`config.mk`:
```
export PLATFORM = sky130hd
export DESIGN_NAME = i2c_frame_ctl
export DESIGN_NICKNAME = d
export VERILOG_FILES = /design/src/rtl/i2c_frame_pkg.sv /design/src/rtl/i2c_crc8_step.sv /design/src/rtl/i2c_id_decode.sv /design/src/rtl/i2c_wr_buffer.sv /design/src/rtl/i2c_frame_ctl.sv
export SDC_FILE = /design/constraint.sdc
export NUM_CORES = 1
export LEC_CHECK = 0
export BUFFER_PORTS_ARGS = -buffer_cell sky130_fd_sc_hd__buf_2
export CAP_MARGIN = 20
export CORE_MARGIN = 8
export CORE_UTILIZATION = 56
export CTS_CLUSTER_DIAMETER = 60
export DETAILED_ROUTE_END_ITERATION = 6
export GPL_ROUTABILITY_DRIVEN = 0
export PLACE_DENSITY = 0.82
export RECOVER_POWER = 100
export SLEW_MARGIN = 20
export SYNTH_ARGS = -nofsm -noshare
export SYNTH_HDL_FRONTEND = slang
export SYNTH_HIERARCHICAL = 1
export SYNTH_SLANG_ARGS = --single-unit
export TNS_END_PERCENT = 5
```
`constraint.sdc`:
```
create_clock -name clk -period 3.9 [get_ports clk]
set_clock_uncertainty 0.05 [all_clocks]
set_input_delay 0.78 -clock clk [delete_from_list [all_inputs] [get_ports clk]]
set_output_delay 0.78 -clock clk [all_outputs]
set_load 0.03 [all_outputs]
```
`src/rtl/i2c_frame_pkg.sv`:
```
package i2c_frame_pkg;

    typedef enum logic [3:0] {
        ST_IDLE,
        ST_ADDR1,
        ST_ADDR2,
        ST_CMD,
        ST_WDATA,
        ST_WCRC,
        ST_WDONE,
        ST_RCRC,
        ST_RWAIT,
        ST_RADDR,
        ST_RDATA,
        ST_SKIP
    } frame_st_e;

    localparam logic [1:0] ADDR_FIXED = 2'b11;
    localparam logic [7:0] CRC_POLY   = 8'h2F;

    localparam logic [7:0] CMD_CONF   = 8'h00;
    localparam logic [7:0] CMD_DUTY   = 8'h01;
    localparam logic [7:0] CMD_PWMCFG = 8'h02;
    localparam logic [7:0] CMD_CHDUTY = 8'h03;
    localparam logic [7:0] CMD_WRALL  = 8'h04;
    localparam logic [7:0] CMD_STAT   = 8'h08;
    localparam logic [7:0] CMD_FAULT  = 8'h09;
    localparam logic [7:0] CMD_RDALL  = 8'h0A;

    localparam int LEN_CONF   = 2;
    localparam int LEN_DUTY   = 1;
    localparam int LEN_PWMCFG = 3;
    localparam int LEN_CHDUTY = 12;
    localparam int LEN_WRALL  = 5;
    localparam int LEN_STAT   = 1;
    localparam int LEN_FAULT  = 2;
    localparam int LEN_RDALL  = 4;

endpackage

```
`src/rtl/i2c_crc8_step.sv`:
```
module i2c_crc8_step #(
    parameter logic [7:0] POLY = 8'h2F
) (
    input  logic [7:0] crc_i,
    input  logic [7:0] data_i,
    output logic [7:0] crc_o
);
    logic [7:0] work;

    always_comb begin
        work = crc_i ^ data_i;
        for (int b = 0; b < 8; b++) begin
            work = work[7] ? ({work[6:0], 1'b0} ^ POLY) : {work[6:0], 1'b0};
        end
        crc_o = work;
    end
endmodule

```
`src/rtl/i2c_id_decode.sv`:
```
module i2c_id_decode
    import i2c_frame_pkg::*;
#(
    parameter int LENW = 4
) (
    input  logic [7:0]      id_i,
    output logic            is_wr_o,
    output logic            is_rd_o,
    output logic            clr_err_o,
    output logic [LENW-1:0] len_o
);
    always_comb begin
        is_wr_o   = 1'b0;
        is_rd_o   = 1'b0;
        clr_err_o = 1'b0;
        len_o     = '0;
        case (id_i)
            CMD_CONF:   begin is_wr_o = 1'b1; len_o = LENW'(LEN_CONF);   end
            CMD_DUTY:   begin is_wr_o = 1'b1; len_o = LENW'(LEN_DUTY);   end
            CMD_PWMCFG: begin is_wr_o = 1'b1; len_o = LENW'(LEN_PWMCFG); end
            CMD_CHDUTY: begin is_wr_o = 1'b1; len_o = LENW'(LEN_CHDUTY); end
            CMD_WRALL:  begin is_wr_o = 1'b1; len_o = LENW'(LEN_WRALL);  end
            CMD_STAT:   begin is_rd_o = 1'b1; clr_err_o = 1'b1; len_o = LENW'(LEN_STAT);  end
            CMD_FAULT:  begin is_rd_o = 1'b1; len_o = LENW'(LEN_FAULT);  end
            CMD_RDALL:  begin is_rd_o = 1'b1; clr_err_o = 1'b1; len_o = LENW'(LEN_RDALL);  end
            default:    ;
        endcase
    end
endmodule

```
`src/rtl/i2c_wr_buffer.sv`:
```
module i2c_wr_buffer #(
    parameter int NBYTES = 12,
    parameter int IDXW   = 4
) (
    input  logic              clk,
    input  logic              rst_n,
    input  logic              clr_i,
    input  logic              we_i,
    input  logic [IDXW-1:0]   idx_i,
    input  logic [7:0]        data_i,
    output logic [NBYTES*8-1:0] bytes_o
);
    for (genvar g = 0; g < NBYTES; g++) begin : g_byte
        logic [7:0] byte_d, byte_q;

        always_comb begin
            byte_d = byte_q;
            if (clr_i) begin
                byte_d = 8'h00;
            end else if (we_i && idx_i == IDXW'(g)) begin
                byte_d = data_i;
            end
        end

        always_ff @(posedge clk or negedge rst_n) begin
            if (!rst_n) byte_q <= 8'h00;
            else        byte_q <= byte_d;
        end

        assign bytes_o[8*g +: 8] = byte_q;
    end
endmodule

```
`src/rtl/i2c_frame_ctl.sv`:
```
module i2c_frame_ctl
    import i2c_frame_pkg::*;
#(
    parameter int MAX_WR_BYTES = 12,
    parameter int MAX_RD_BYTES = 4,
    parameter int CNTW         = $clog2(MAX_WR_BYTES + 2)
) (
    input  logic                      clk,
    input  logic                      rst_n,
    input  logic [4:0]                addr_low_i,
    input  logic                      crc_en_i,
    input  logic                      start_i,
    input  logic                      rstart_i,
    input  logic                      stop_i,
    input  logic                      rx_valid_i,
    input  logic [7:0]                rx_data_i,
    output logic                      ack_valid_o,
    output logic                      ack_o,
    input  logic                      tx_req_i,
    output logic                      tx_valid_o,
    output logic [7:0]                tx_data_o,
    output logic [7:0]                rd_id_o,
    input  logic [MAX_RD_BYTES*8-1:0] rd_data_i,
    output logic                      wr_commit_o,
    output logic [7:0]                wr_id_o,
    output logic [CNTW-1:0]           wr_len_o,
    output logic [MAX_WR_BYTES*8-1:0] wr_data_o,
    output logic                      err_flag_o
);
    localparam int WIDX = $clog2(MAX_WR_BYTES);

    typedef struct packed {
        frame_st_e       st;
        logic [7:0]      crc;
        logic [7:0]      id;
        logic [CNTW-1:0] len;
        logic [CNTW-1:0] cnt;
        logic            clr_cmd;
        logic            ack_v;
        logic            ack;
        logic            tx_v;
        logic [7:0]      tx;
        logic            commit;
        logic            err;
    } ctl_t;

    ctl_t ctl_d, ctl_q;

    logic [6:0] own_addr;
    logic       dec_wr, dec_rd, dec_clr;
    logic [CNTW-1:0] dec_len;
    logic [7:0] crc_rx_next, crc_tx_next, rd_byte;
    logic       buf_we, buf_clr, set_err, clr_err, open_frame;

    assign own_addr = {ADDR_FIXED, addr_low_i};

    i2c_id_decode #(.LENW(CNTW)) u_dec (
        .id_i      (rx_data_i),
        .is_wr_o   (dec_wr),
        .is_rd_o   (dec_rd),
        .clr_err_o (dec_clr),
        .len_o     (dec_len)
    );

    i2c_crc8_step #(.POLY(CRC_POLY)) u_crc_rx (
        .crc_i  (ctl_q.crc),
        .data_i (rx_data_i),
        .crc_o  (crc_rx_next)
    );

    i2c_crc8_step #(.POLY(CRC_POLY)) u_crc_tx (
        .crc_i  (ctl_q.crc),
        .data_i (rd_byte),
        .crc_o  (crc_tx_next)
    );

    i2c_wr_buffer #(.NBYTES(MAX_WR_BYTES), .IDXW(WIDX)) u_buf (
        .clk     (clk),
        .rst_n   (rst_n),
        .clr_i   (buf_clr),
        .we_i    (buf_we),
        .idx_i   (ctl_q.cnt[WIDX-1:0]),
        .data_i  (rx_data_i),
        .bytes_o (wr_data_o)
    );

    always_comb begin
        rd_byte = 8'hFF;
        for (int k = 0; k < MAX_RD_BYTES; k++) begin
            if (ctl_q.cnt == CNTW'(k)) rd_byte = rd_data_i[8*k +: 8];
        end
    end

    assign open_frame = ctl_q.st inside {ST_ADDR2, ST_CMD, ST_WDATA, ST_WCRC,
                                         ST_RCRC, ST_RWAIT, ST_RADDR};

    always_comb begin
        ctl_d        = ctl_q;
        ctl_d.ack_v  = 1'b0;
        ctl_d.ack    = 1'b0;
        ctl_d.tx_v   = 1'b0;
        ctl_d.commit = 1'b0;
        buf_we       = 1'b0;
        buf_clr      = 1'b0;
        set_err      = 1'b0;
        clr_err      = 1'b0;

        if (start_i || rstart_i) begin
            ctl_d.crc = 8'h00;
            if (rstart_i && ctl_q.st == ST_RWAIT) begin
                ctl_d.st = ST_RADDR;
            end else begin
                set_err  = open_frame;
                buf_clr  = 1'b1;
                ctl_d.st = ST_ADDR1;
            end
        end else if (stop_i) begin
            set_err  = open_frame;
            ctl_d.st = ST_IDLE;
        end else if (rx_valid_i) begin
            ctl_d.ack_v = 1'b1;
            case (ctl_q.st)
                ST_ADDR1: begin
                    if (rx_data_i[7:1] != own_addr) begin
                        ctl_d.st = ST_SKIP;
                    end else if (rx_data_i[0]) begin
                        set_err  = 1'b1;
                        ctl_d.st = ST_SKIP;
                    end else begin
                        ctl_d.ack = 1'b1;
                        ctl_d.crc = crc_rx_next;
                        ctl_d.st  = ST_ADDR2;
                    end
                end
                ST_ADDR2: begin
                    if (rx_data_i == {1'b0, own_addr}) begin
                        ctl_d.ack = 1'b1;
                        ctl_d.crc = crc_rx_next;
                        ctl_d.st  = ST_CMD;
                    end else begin
                        set_err  = 1'b1;
                        ctl_d.st = ST_SKIP;
                    end
                end
                ST_CMD: begin
                    ctl_d.id      = rx_data_i;
                    ctl_d.len     = dec_len;
                    ctl_d.cnt     = '0;
                    ctl_d.clr_cmd = dec_clr;
                    ctl_d.crc     = crc_rx_next;
                    if (dec_wr) begin
                        ctl_d.ack = 1'b1;
                        ctl_d.st  = ST_WDATA;
                    end else if (dec_rd) begin
                        ctl_d.ack = 1'b1;
                        ctl_d.st  = crc_en_i ? ST_RCRC : ST_RWAIT;
                    end else begin
                        set_err  = 1'b1;
                        ctl_d.st = ST_SKIP;
                    end
                end
                ST_WDATA: begin
                    ctl_d.ack = 1'b1;
                    ctl_d.crc = crc_rx_next;
                    buf_we    = 1'b1;
                    ctl_d.cnt = ctl_q.cnt + 1'b1;
                    if (ctl_q.cnt + 1'b1 == ctl_q.len) begin
                        if (crc_en_i) begin
                            ctl_d.st = ST_WCRC;
                        end else begin
                            ctl_d.commit = 1'b1;
                            ctl_d.st     = ST_WDONE;
                        end
                    end
                end
                ST_WCRC: begin
                    if (rx_data_i == ctl_q.crc) begin
                        ctl_d.ack    = 1'b1;
                        ctl_d.commit = 1'b1;
                        ctl_d.st     = ST_WDONE;
                    end else begin
                        set_err  = 1'b1;
                        ctl_d.st = ST_SKIP;
                    end
                end
                ST_RCRC: begin
                    if (rx_data_i == ctl_q.crc) begin
                        ctl_d.ack = 1'b1;
                        ctl_d.st  = ST_RWAIT;
                    end else begin
                        set_err  = 1'b1;
                        ctl_d.st = ST_SKIP;
                    end
                end
                ST_RADDR: begin
                    if (rx_data_i == {own_addr, 1'b1}) begin
                        ctl_d.ack = 1'b1;
                        ctl_d.crc = crc_rx_next;
                        ctl_d.cnt = '0;
                        ctl_d.st  = ST_RDATA;
                    end else begin
                        set_err  = 1'b1;
                        ctl_d.st = ST_SKIP;
                    end
                end
                ST_WDONE, ST_RWAIT, ST_RDATA: begin
                    set_err  = 1'b1;
                    ctl_d.st = ST_SKIP;
                end
                default: ;
            endcase
        end else if (tx_req_i && ctl_q.st == ST_RDATA) begin
            ctl_d.tx_v = 1'b1;
            if (ctl_q.cnt < ctl_q.len) begin
                ctl_d.tx  = rd_byte;
                ctl_d.crc = crc_tx_next;
                clr_err   = ctl_q.clr_cmd && (ctl_q.cnt == '0);
            end else if (ctl_q.cnt == ctl_q.len && crc_en_i) begin
                ctl_d.tx = ctl_q.crc;
            end else begin
                ctl_d.tx = 8'hFF;
            end
            if (ctl_q.cnt <= ctl_q.len) ctl_d.cnt = ctl_q.cnt + 1'b1;
        end

        ctl_d.err = set_err | (ctl_q.err & ~clr_err);
    end

    always_ff @(posedge clk or negedge rst_n) begin
        if (!rst_n) begin
            ctl_q    <= '0;
            ctl_q.st <= ST_IDLE;
        end else begin
            ctl_q <= ctl_d;
        end
    end

    assign ack_valid_o = ctl_q.ack_v;
    assign ack_o       = ctl_q.ack;
    assign tx_valid_o  = ctl_q.tx_v;
    assign tx_data_o   = ctl_q.tx;
    assign rd_id_o     = ctl_q.id;
    assign wr_commit_o = ctl_q.commit;
    assign wr_id_o     = ctl_q.id;
    assign wr_len_o    = ctl_q.len;
    assign err_flag_o  = ctl_q.err;

endmodule

```
=== Yosys cells after proc, flatten, opt, wreduce, memory -nomap -nowiden ===
Index checks and enable logic that the tools add are counted.

* Output and inout bits: 129
* Logic and storage cells: 267
* Bits in registers: 138
* Input port bits: 53

* Magnitude comparators: 2
* Equal/unequal tests: 43
* Mux-type cells: 122
* Add/sub/neg operators: 1
* Bitwise gates (word level): 24
* Reductions and logical operators: 51

{| class="wikitable"
|+ Operators with widths
! cell !! count
|-
| $mux 8 || 37
|-
| $mux 6 || 16
|-
| $not 5->5 || 16
|-
| $mux 4 || 15
|-
| $mux 12 || 4
|-
| $mux 1 || 37
|-
| $mux 37 || 1
|-
| $eq 4x3->1 const B || 8
|-
| $pmux 4 s8 || 1
|-
| $pmux 8 s4 || 1
|-
| $eq 4x4->1 const B || 7
|-
| $reduce_bool 2->1 || 14
|-
| $eq 8x4->1 const B || 3
|-
| $pmux 4 s6 || 1
|-
| $mux 9 || 2
|-
| $eq 4x2->1 const B || 4
|-
| $eq 8x2->1 const B || 2
|-
| $eq 8x8->1 || 2
|-
| $logic_and 1x1->1 || 16
|-
| $xor 8x8->8 || 2
|-
| $ne 4x2->1 const B || 3
|-
| $pmux 1 s6 || 2
|-
| $pmux 4 s3 || 1
|-
| $reduce_bool 10->1 || 1
|-
| other kinds (32) || 47
|}

=== Logic depth before layout (Yosys ltp) ===
Gate-level depths: netlist of the first run.

* Word-level depth: 27
* Mapped depth: 14
* Mapped depth without buffers: 13

=== Cells and area by module ===
Netlist of the first run, hierarchy kept.

{| class="wikitable"
|+ Modules (own cells, without submodules)
! module !! area each (µm²) !! cells an instance !! instances !! sequential area each (µm²)
|-
| i2c_wr_buffer || 4,307.9 || 340 || 1 || 2,402.3
|-
| i2c_frame_ctl || 3,269.4 || 369 || 1 || 1,051.0
|-
| i2c_crc8_step || 331.6 || 24 || 2 || 0.0
|-
| i2c_id_decode || 171.4 || 24 || 1 || 0.0
|}

=== Least setup slack after synthesis of the first run ===
OpenSTA, ideal clock, no wires.

* Path kind: reg-to-reg
* Start: register ctl_q[15] in the netlist's numbering
* End: register ctl_q[32] in the netlist's numbering
* Library setup time: 0.145 ns
* Path buffers: 1
* Required time: 3.705 ns
* Period minus slack after synthesis: 3.019 ns
* Stages on the path, launching flop included: 15
* Slack: 0.881 ns
* Data arrival time: 2.825 ns
* Path through: dfrtp_1 -> inv_1 -> ha_1 -> nand2b_1 -> clkbuf_1 -> o22ai_1 -> o21ai_0 -> mux2i_1 -> nand2_1 -> xnor2_4 -> xnor3_2 -> xnor3_1 -> mux2_2 -> nand2_1 -> mux2i_1

* Elaborated cells on any way between the ends: 32
* Classes of those cells: 1 x order compare; 3 x eq/ne; 17 x mux; 8 x bitwise; 3 x reduce/logical

{| class="wikitable"
|+ RTL lines
! item !! RTL line !! source
|-
| from (decl) || i2c_frame_ctl.sv:47 || <nowiki>ctl_t ctl_d, ctl_q;</nowiki>
|-
| from (signal assigned) || i2c_frame_ctl.sv:234 || <nowiki>ctl_q <= ctl_d;</nowiki>
|-
| $logic_not 4->1 || i2c_frame_ctl.sv:90 || <nowiki>if (ctl_q.cnt == CNTW'(k)) rd_byte = rd_data_i[8*k +: 8];</nowiki>
|-
| $mux 8 (3 in a row) || i2c_frame_ctl.sv:90 ||
|-
| $mux 8 * || i2c_frame_ctl.sv:90 ||
|-
| net rd_byte[5] || i2c_frame_ctl.sv:52 || <nowiki>logic [7:0] crc_rx_next, crc_tx_next, rd_byte;</nowiki>
|-
| $xor 8x8->8 * || i2c_crc8_step.sv:11 || <nowiki>work = crc_i ^ data_i;</nowiki>
|-
| $mux 6 * || i2c_crc8_step.sv:13 || <nowiki>work = work[7] ? ({work[6:0], 1'b0} ^ POLY) : {work[6:0], 1'b0};</nowiki>
|-
| $mux 6 || i2c_crc8_step.sv:13 ||
|-
| $not 5->5 (no line) || - ||
|-
| $mux 6 || i2c_crc8_step.sv:13 ||
|-
| $not 5->5 (no line) || - ||
|-
| $mux 6 * || i2c_crc8_step.sv:13 ||
|-
| net crc_tx_next[2] || i2c_frame_ctl.sv:52 ||
|-
| $mux 8 * || i2c_frame_ctl.sv:214 || <nowiki>if (ctl_q.cnt < ctl_q.len) begin</nowiki>
|-
| $mux 8 * || i2c_frame_ctl.sv:212 || <nowiki>end else if (tx_req_i && ctl_q.st == ST_RDATA) begin</nowiki>
|-
| $mux 8 * || i2c_frame_ctl.sv:120 || <nowiki>end else if (rx_valid_i) begin</nowiki>
|-
| $mux 37 * || i2c_frame_ctl.sv:117 || <nowiki>end else if (stop_i) begin</nowiki>
|-
| $mux 12 * || i2c_frame_ctl.sv:108 || <nowiki>if (start_i || rstart_i) begin</nowiki>
|}

The timed path passes the listed nets; every way through them passes the cells marked *. The select of a mux whose other input is x is not followed.
A chain may end at the register's enable or synchronous reset.

=== Final worst setup path of the first run ===
* Start: register ctl_q[14] in the netlist's numbering
* End: register ctl_q[32] in the netlist's numbering

* Elaborated cells on any way between the ends: 32
* Classes of those cells: 1 x order compare; 3 x eq/ne; 17 x mux; 8 x bitwise; 3 x reduce/logical

{| class="wikitable"
|+ RTL lines
! item !! RTL line
|-
| $logic_not 4->1 || i2c_frame_ctl.sv:90
|-
| $mux 8 (3 in a row) || i2c_frame_ctl.sv:90
|-
| $mux 8 * || i2c_frame_ctl.sv:90
|-
| net rd_byte[3] || i2c_frame_ctl.sv:52
|-
| $xor 8x8->8 * || i2c_crc8_step.sv:11
|-
| $mux 6 * || i2c_crc8_step.sv:13
|-
| $not 5->5 (no line) || -
|-
| $mux 6 * (3 in a row) || i2c_crc8_step.sv:13
|-
| net crc_tx_next[2] || i2c_frame_ctl.sv:52
|-
| $mux 8 * || i2c_frame_ctl.sv:214
|-
| $mux 8 * || i2c_frame_ctl.sv:212
|-
| $mux 8 * || i2c_frame_ctl.sv:120
|-
| $mux 37 * || i2c_frame_ctl.sv:117
|-
| $mux 12 * || i2c_frame_ctl.sv:108
|}

Marks and branches as above.

==> results.ini, run 1 <==
[status]
status=finished, violations left
violations=capacitance limit, slew limit

[clocking]
insertion_delay_ns=0.42
htree_num_levels=4
cts_buffers=17
cts_hold_buf=0
post-cts-setup-buffer-count=0
clk_path_buf_depth=2
clock_sinks=138
cts_tree=yes
ctsResizeCount=0
cts.clk_slew.worst_paths_ns=0.06
cts-root-buf=clkbuf_16

[logic_synthesis]
synthAdderAreaFrac_pct=1.190
yosysSeqAreaShare_pct=41.05
synth-compound-area-share_pct=6.768
syn_inst=781
synth_fp_nets=842
synthesis.area_um2=8412
synth.area.mux_share_pct=16.39
synth-seq-cells=138
synth_ff_type=dfrtp_1
async_flop_share_pct=100.0
synth_top_family_by_area=simple AND/OR/NAND/NOR gates
ys_types=76
syn_area_per_cell_um2=10.77
synthSimpleGateAreaFrac_pct=18.21
synth_xor_area_share_pct=10.69
synth-edff-count=0
yosysWarnings=6

[critical_path]
arrival_ns=3.76
cp_max_fo=12
cp-start-kind=flip-flop
critPathCaptureType=flip-flop
path_class=reg -> reg
crit_required_ns=4.13

[timing]
final_hold_viol_count=0
tightest_slew_ns=1.789
tns_ns=0
setup_slack_ns=0.3715
max_freq_mhz=283.4
final.period_utilization_pct=90.47
rsz0062_at_grt=false
relSlewSlack_pct=-19.30
setup_viol=0
period_needed_ns=3.528
drv_slew=125

[power_and_ir_drop]
power_density_nw_per_um2=400.6
comb_power_share_pct=18.1
switching_share_pct=27.43
ir_drop_mv=0.3322
switchingPower_w=0.001055
internal-power_w=0.002791
p_leak_nw=4.771
pwr-share-clk_pct=43.4
seqPwrFrac_pct=38.5

[die]
fp.dieW_um=138.6
core_um2=14920
ios=182
placementRows=45
die_h_um=138.6
initial_core_util_pct=56.38
die-area_um2=19200

[placement]
io_buffer_count=181
hpwlAfterDp_mm=16.43
pre_cts_ws_ns=0.4432

[routing]
vias=6438
firstDrtPassIters=5
routedWlPerCell_um=20.48
viasPerCell=5.758
drt-total-wl_mm=22.90
drtIter0Drc=629
detail-route-antenna-nets=0
drc=0

[layout]
seq_area_um2=3453
fin_nets=978
drive_gt1_share_pct=16.34
syn2layout_area_growth_pct=14.12
fillers=1239
diodes=0
multi_input_area_um2=4442

[global_route]
grt_pass1_vias=6659
grt_overflow=0
antenna_found_initial=0
grt_max_degree=75
globalRouteTotalUtil_pct=23.64
grt_pass1_wl_mm=36.36

[flow_run]
drv_cap=2

[hold_path]
hold_class=reg -> reg

[critical path: stages (launching register included)]
cell and delay (ns):
dfrtp_1 0.64, inv_1 0.17, ha_1 0.25, nand2b_1 0.23
o22ai_1 0.13, o21ai_0 0.17, mux2i_1 0.12, nand2_1 0.11
xnor2_1 0.19, xnor3_1 0.54, xnor3_1 0.38, mux2_2 0.27
nand2_1 0.06, mux2i_1 0.06
[metrics by stage]
stage               utilization, %  area (um^2)  std cells  power [W]  hold slack (ns)
floorplan                        -         8412        781   0.002028           0.4301
global placement             61.74         9211       1086   0.002184           0.4538
detailed placement           61.74         9211       1086   0.002201           0.4630
CTS                          65.84         9824       1118   0.003873           0.3336
global route                 64.34         9599       1118   0.003994           0.5020
finish                       64.34         9599       1118   0.003846           0.4802
[routing by layer]
metal  global-route usage [%]  routed length [um]  vias to the layer above
met5                        0                   0                        -
met1                    29.46                9709                     3149
li1                         -                   -                     2950
met2                    37.81               10840                      295
met3                    6.541                1758                       44
met4                    10.18                 595                        0
[synth_stat cells, types with 8 or more instances]
master	instances	area share (%)
mux2i_1	113	13
o22ai_1	8	0.59
o21ai_0	18	1.1
xnor2_1	30	3.1
dfrtp_1	138	41
buf_4	29	2.6
nand2_1	47	2.1
inv_1	13	0.58
nor2b_1	8	0.59
a21oi_1	17	1.0
buf_2	17	1.0
nand3_1	16	0.95
mux2_2	22	2.9
o221a_2	8	1.1
clkbuf_1	24	1.1
xnor3_1	8	2.1
nor2_1	22	0.98
xor2_1	27	2.8
nand2b_1	109	8.1
ha_1	8	1.2
[flip-flops by register name, indices dropped and copies added (netlist names)]
name / count
ack_o: 1
tx_data_o: 8
u_buf/g_byte.byte_q: 96
ctl_q: 17
wr_commit_o: 1
rd_id_o: 8
tx_valid_o: 1
ack_valid_o: 1
err_flag_o: 1
wr_len_o: 4
[cell usage in the layout, fill, tap and decap left out, types with 3 or more instances in the layout]
| cell type | netlist | layout |
|---|---|---|
| nand3b_1 | 3 | 3 |
| and3_1 | 4 | 4 |
| buf_2 | 17 | 50 |
| o221a_2 | 8 | 8 |
| nand2_2 | 7 | 7 |
| a31oi_1 | 3 | 3 |
| nor2b_1 | 8 | 8 |
| nand4_1 | 3 | 3 |
| mux2i_1 | 113 | 113 |
| clkbuf_8 | 0 | 3 |
| o21ai_0 | 18 | 18 |
| xnor3_1 | 8 | 9 |
| nor3_1 | 7 | 8 |
| buf_4 | 29 | 7 |
| nor4_1 | 5 | 5 |
| bufinv_16 | 0 | 3 |
| nand2_1 | 47 | 47 |
| clkbuf_1 | 24 | 135 |
| inv_1 | 13 | 13 |
| clkinv_2 | 0 | 3 |
| or3_1 | 3 | 3 |
| clkbuf_16 | 0 | 17 |
| xnor2_1 | 30 | 31 |
| o211ai_1 | 3 | 3 |
| dfrtp_1 | 138 | 138 |
| a21oi_1 | 17 | 18 |
| nand2b_1 | 109 | 109 |
| nor2_1 | 22 | 21 |
| ha_1 | 8 | 8 |
| o22ai_1 | 8 | 8 |
| nand3_1 | 16 | 16 |
| mux2_2 | 22 | 22 |
| xnor2_2 | 4 | 3 |
| xor2_1 | 27 | 27 |
[worst paths after layout]
path                                                  end  cells past startpoint  slack, ns        from
worst max register to register                  ctl_q[32]                     13       0.37   ctl_q[14]
max in group asynchronous                    tx_data_o[1]                      2       1.02       rst_n
worst min-delay path                           rd_id_o[2]                      1       0.48  rd_id_o[2]
min in group asynchronous       u_buf/g_byte[6].byte_q[3]                      1       0.76       rst_n
worst max-delay path                            ctl_q[32]                     13       0.37   ctl_q[14]
worst min register to register                 rd_id_o[2]                      1       0.48  rd_id_o[2]
[logic make-up after synthesis]
kind of cell	Yosys count
mux	135
compound gates	78
flops	138
fa+ha+maj	8
xor+xnor	75
buf+inv	87
simple gates	260
[power by group through the flow]
stage                     registers (W)  clock network [W]  logic (W)
after floorplan                 0.00150                  0   0.000531
after global placement          0.00150                  0   0.000681
after detailed placement        0.00150                  0   0.000696
after CTS                       0.00148            0.00169   0.000701
after global routing            0.00148            0.00175   0.000756
final                           0.00148            0.00167   0.000695
[area by class of cell]
class / instances / share of cell area [%]
inverters: 13 / 0.5083
clock inverters: 10 / 1.447
flip-flops and latches: 138 / 35.97
well taps: 188 / 2.450
multi-input cells: 556 / 46.27
clock buffers: 22 / 4.940
repair buffers: 191 / 8.407
No activity file was read; power rests on OpenSTA's default activity.
==> run 2: changes to the inputs <==
- GPL_TIMING_DRIVEN: default -> 0
==> run 2 against run 1 <==
- the flow still finishes with violations (capacitance limit, slew limit)
- clock-buffer cell count is 4 lower
- critical path depth is 1 higher
- power is 2.6% higher
- sequential share of layout area down 1.4 points
- routed wire length fell by 1.5%
- clock power grew 3%
- register-to-register slack worse by 0.07 ns
- first-iteration DRC count decreased by 43%
- combinational power increased by 7.9%
- non-clock buffer count up 65
- sequential power about the same
- via count increased by 2.1%
- largest cell class unchanged
==> results.ini, run 2 (synthesized netlist as in run 1, its figures left out) <==
[status]
status=finished, violations left  ; unchanged
violations=capacitance limit, slew limit  ; unchanged

[timing]
max_freq_mhz=278.1  ; was 283.4 MHz
setup_slack_ns=0.3047  ; was 0.3715 ns
relSlewSlack_pct=-87.26  ; was -19.30%
final_hold_viol_count=0  ; unchanged
period_needed_ns=3.595  ; was 3.528 ns
tns_ns=0  ; unchanged
setup_viol=0  ; unchanged
rsz0062_at_grt=false  ; unchanged
tightest_slew_ns=2.809  ; was 1.789 ns
drv_slew=49  ; was 125
final.period_utilization_pct=92.19  ; was 90.47%

[routing]
wl_met3_mm=1.820  ; was 1.758 mm
firstDrtPassIters=7  ; was 5
wl_met1_mm=9.579  ; was 9.709 mm
drtIter0Drc=356  ; was 629
routedWlPerCell_um=19.09  ; was 20.48 um
viasPerCell=5.558  ; was 5.758
detail-route-antenna-nets=0  ; unchanged
vias=6570  ; was 6438
met2RoutedLength_mm=10.71  ; was 10.84 mm
top_layer_used=met4  ; unchanged
drc=0  ; unchanged
drt-total-wl_mm=22.56  ; was 22.90 mm

[hold_path]
min-delay-start=rd_id_o[3]  ; was rd_id_o[2]
min_path_cells=1  ; unchanged
hold-path-endpoint=rd_id_o[3]  ; was rd_id_o[2]
hold_class=reg -> reg  ; unchanged

[die]
initial_core_util_pct=56.38  ; unchanged
ios=182  ; unchanged
die-area_um2=19200  ; unchanged
core_um2=14920  ; unchanged
die_h_um=138.6  ; unchanged
fp.dieW_um=138.6  ; unchanged
placementRows=45  ; unchanged

[clocking]
cts_tree=yes  ; unchanged
cts-root-buf=clkbuf_16  ; unchanged
cts_buffers=17  ; unchanged
cts_hold_buf=0  ; unchanged
insertion_delay_ns=0.42  ; about the same
ctsResizeCount=0  ; unchanged
cts.clk_slew.worst_paths_ns=0.06  ; about the same
post-cts-setup-buffer-count=0  ; unchanged
clk_path_buf_depth=2  ; unchanged
clock_sinks=138  ; unchanged
htree_num_levels=4  ; unchanged

[placement]
hpwlAfterDp_mm=16.68  ; was 16.43 mm
io_buffer_count=181  ; unchanged
dp_cells=1151  ; was 1086
dpl_cell_area_um2=9590  ; was 9211 um^2
pre_cts_ws_ns=0.3305  ; was 0.4432 ns

[critical_path]
regToRegSetupSlack_ns=0.30  ; was 0.37 ns
critPathSlowestCell=dfrtp_1  ; unchanged
critPathCaptureType=flip-flop  ; unchanged
cpPeakStageDelay_ns=0.48  ; was 0.64 ns
cp-start-kind=flip-flop  ; unchanged
cp_max_fo=8  ; was 12
worstRegToRegCells=14  ; was 13
reg2reg_to=ctl_q[32]  ; unchanged
path_class=reg -> reg  ; unchanged
critical-path-top-delay-family=XOR/XNOR gates  ; unchanged
crit_required_ns=4.13  ; about the same
path_cells=inv_1 -> ha_1 -> nand2b_1 -> clkbuf_1 -> o22ai_1 -> o21ai_0 -> mux2i_1 -> nand2_1 -> xnor2_4 -> xnor3_1 -> xnor3_1 -> mux2_2 -> nand2_1 -> mux2i_1  ; was inv_1 -> ha_1 -> nand2b_1 -> o22ai_1 -> o21ai_0 -> mux2i_1 -> nand2_1 -> xnor2_1 -> xnor3_1 -> xnor3_1 -> mux2_2 -> nand2_1 -> mux2i_1
rr_startpoint=ctl_q[14]  ; unchanged
arrival_ns=3.83  ; was 3.76 ns
cp.buffers_inverters=2  ; was 1

[layout]
syn2layout_area_growth_pct=18.86  ; was 14.12%
instances_no_fill=1182  ; was 1118
reg_top3=u_buf/g_byte.byte_q: 96 flops, ctl_q: 17 flops  ; unchanged
diodes=0  ; unchanged
largest_reg_flops=96  ; unchanged
design_area_um2=9998  ; was 9599 um^2
top_register=u_buf/g_byte.byte_q  ; unchanged
layout_common_cells=clkbuf_1 (168), dfrtp_1 (138), mux2i_1 (113), nand2b_1 (109), buf_2 (55)  ; was dfrtp_1 (138), clkbuf_1 (135), mux2i_1 (113), nand2b_1 (109), buf_2 (50)
fillers=1240  ; was 1239
fin_nets=1043  ; was 978
final_common_cell=clkbuf_1  ; was dfrtp_1
drive_gt1_share_pct=18.41  ; was 16.34%
final_core_util_pct=67.01  ; was 64.34%

[global_route]
grt_pass1_vias=6826  ; was 6659
globalRouteTotalUtil_pct=23.23  ; was 23.64%
antenna_found_initial=0  ; unchanged
grt_max_degree=91  ; was 75
grt_overflow=0  ; unchanged
grt_pass1_wl_mm=36.07  ; was 36.36 mm

[flow_run]
drv_cap=1  ; was 2

[power_and_ir_drop]
p_leak_nw=4.968  ; was 4.771 nW
power_density_nw_per_um2=394.7  ; was 400.6 nW/um^2
ir_drop_mv=0.3123  ; was 0.3322 mV

[run 2: cell count changes in the layout (fill, tap and decap cells not counted), moves of 2 or more]
| cell | change |
|---|---|
| clkinv_2 | -2 |
| buf_4 | +22 |
| buf_6 | +2 |
| clkbuf_1 | +33 |
| clkinv_4 | +3 |
| buf_2 | +5 |
| clkbuf_8 | -2 |
[run 2: worst max path at each step]
stage | depth (start not counted) | to | slack, ns | startpoint
after floorplan | 14 | ctl_q[32] | 0.88 | ctl_q[15]
after global placement | 1 | ack_valid_o | 0.06 | rst_n
after detailed placement | 14 | ctl_q[32] | 0.33 | ctl_q[14]
after CTS | 14 | ctl_q[32] | 0.30 | ctl_q[14]
after global routing | 12 | ctl_q[32] | 0.11 | ctl_q[14]
final | 14 | ctl_q[32] | 0.30 | ctl_q[14]
[run 2: area by class of cell]
cell class              count  area [um^2]  area share [%]
inverters                  13        48.80          0.4880
multi-input cells         556         4452           44.53
repair buffers            182        767.0           7.671
well taps                 188        235.2           2.353
flip-flops and latches    138         3453           34.54
clock inverters            13        192.7           1.927
clock buffers              18        439.2           4.392
plain buffers              74        410.4           4.105
[run 2: worst reg2reg max path: cells and delay by family, from the launching register on]
kind,cells,cell delay [ns]
compound gates,2,0.42
xor+xnor,3,0.99
fa+ha+maj,1,0.27
buf+inv,2,0.41
flops,1,0.48
mux,3,0.49
simple gates,3,0.37
[run 2: layer usage]
metal / up-vias / GRT usage, %
met4: 0 / 7.208
met3: 49 / 7.021
met2: 296 / 38.47
met5: - / 0
met1: 3147 / 28.50
li1: 3078 / -
[run 2: where the power goes]
part           internal, W  total [W]  switching (W)
clock              0.00109    0.00172       0.000628
sequential         0.00145    0.00148      0.0000284
combinational     0.000308   0.000750       0.000442
total              0.00285    0.00395        0.00110
[run 2: metrics by stage]
step	total power, W	hold WS, ns
after floorplan	0.002028	0.4301
after global placement	0.002239	0.4678
after detailed placement	0.002256	0.4697
after CTS	0.003976	0.2160
after global routing	0.004103	0.5068
final	0.003947	0.4801
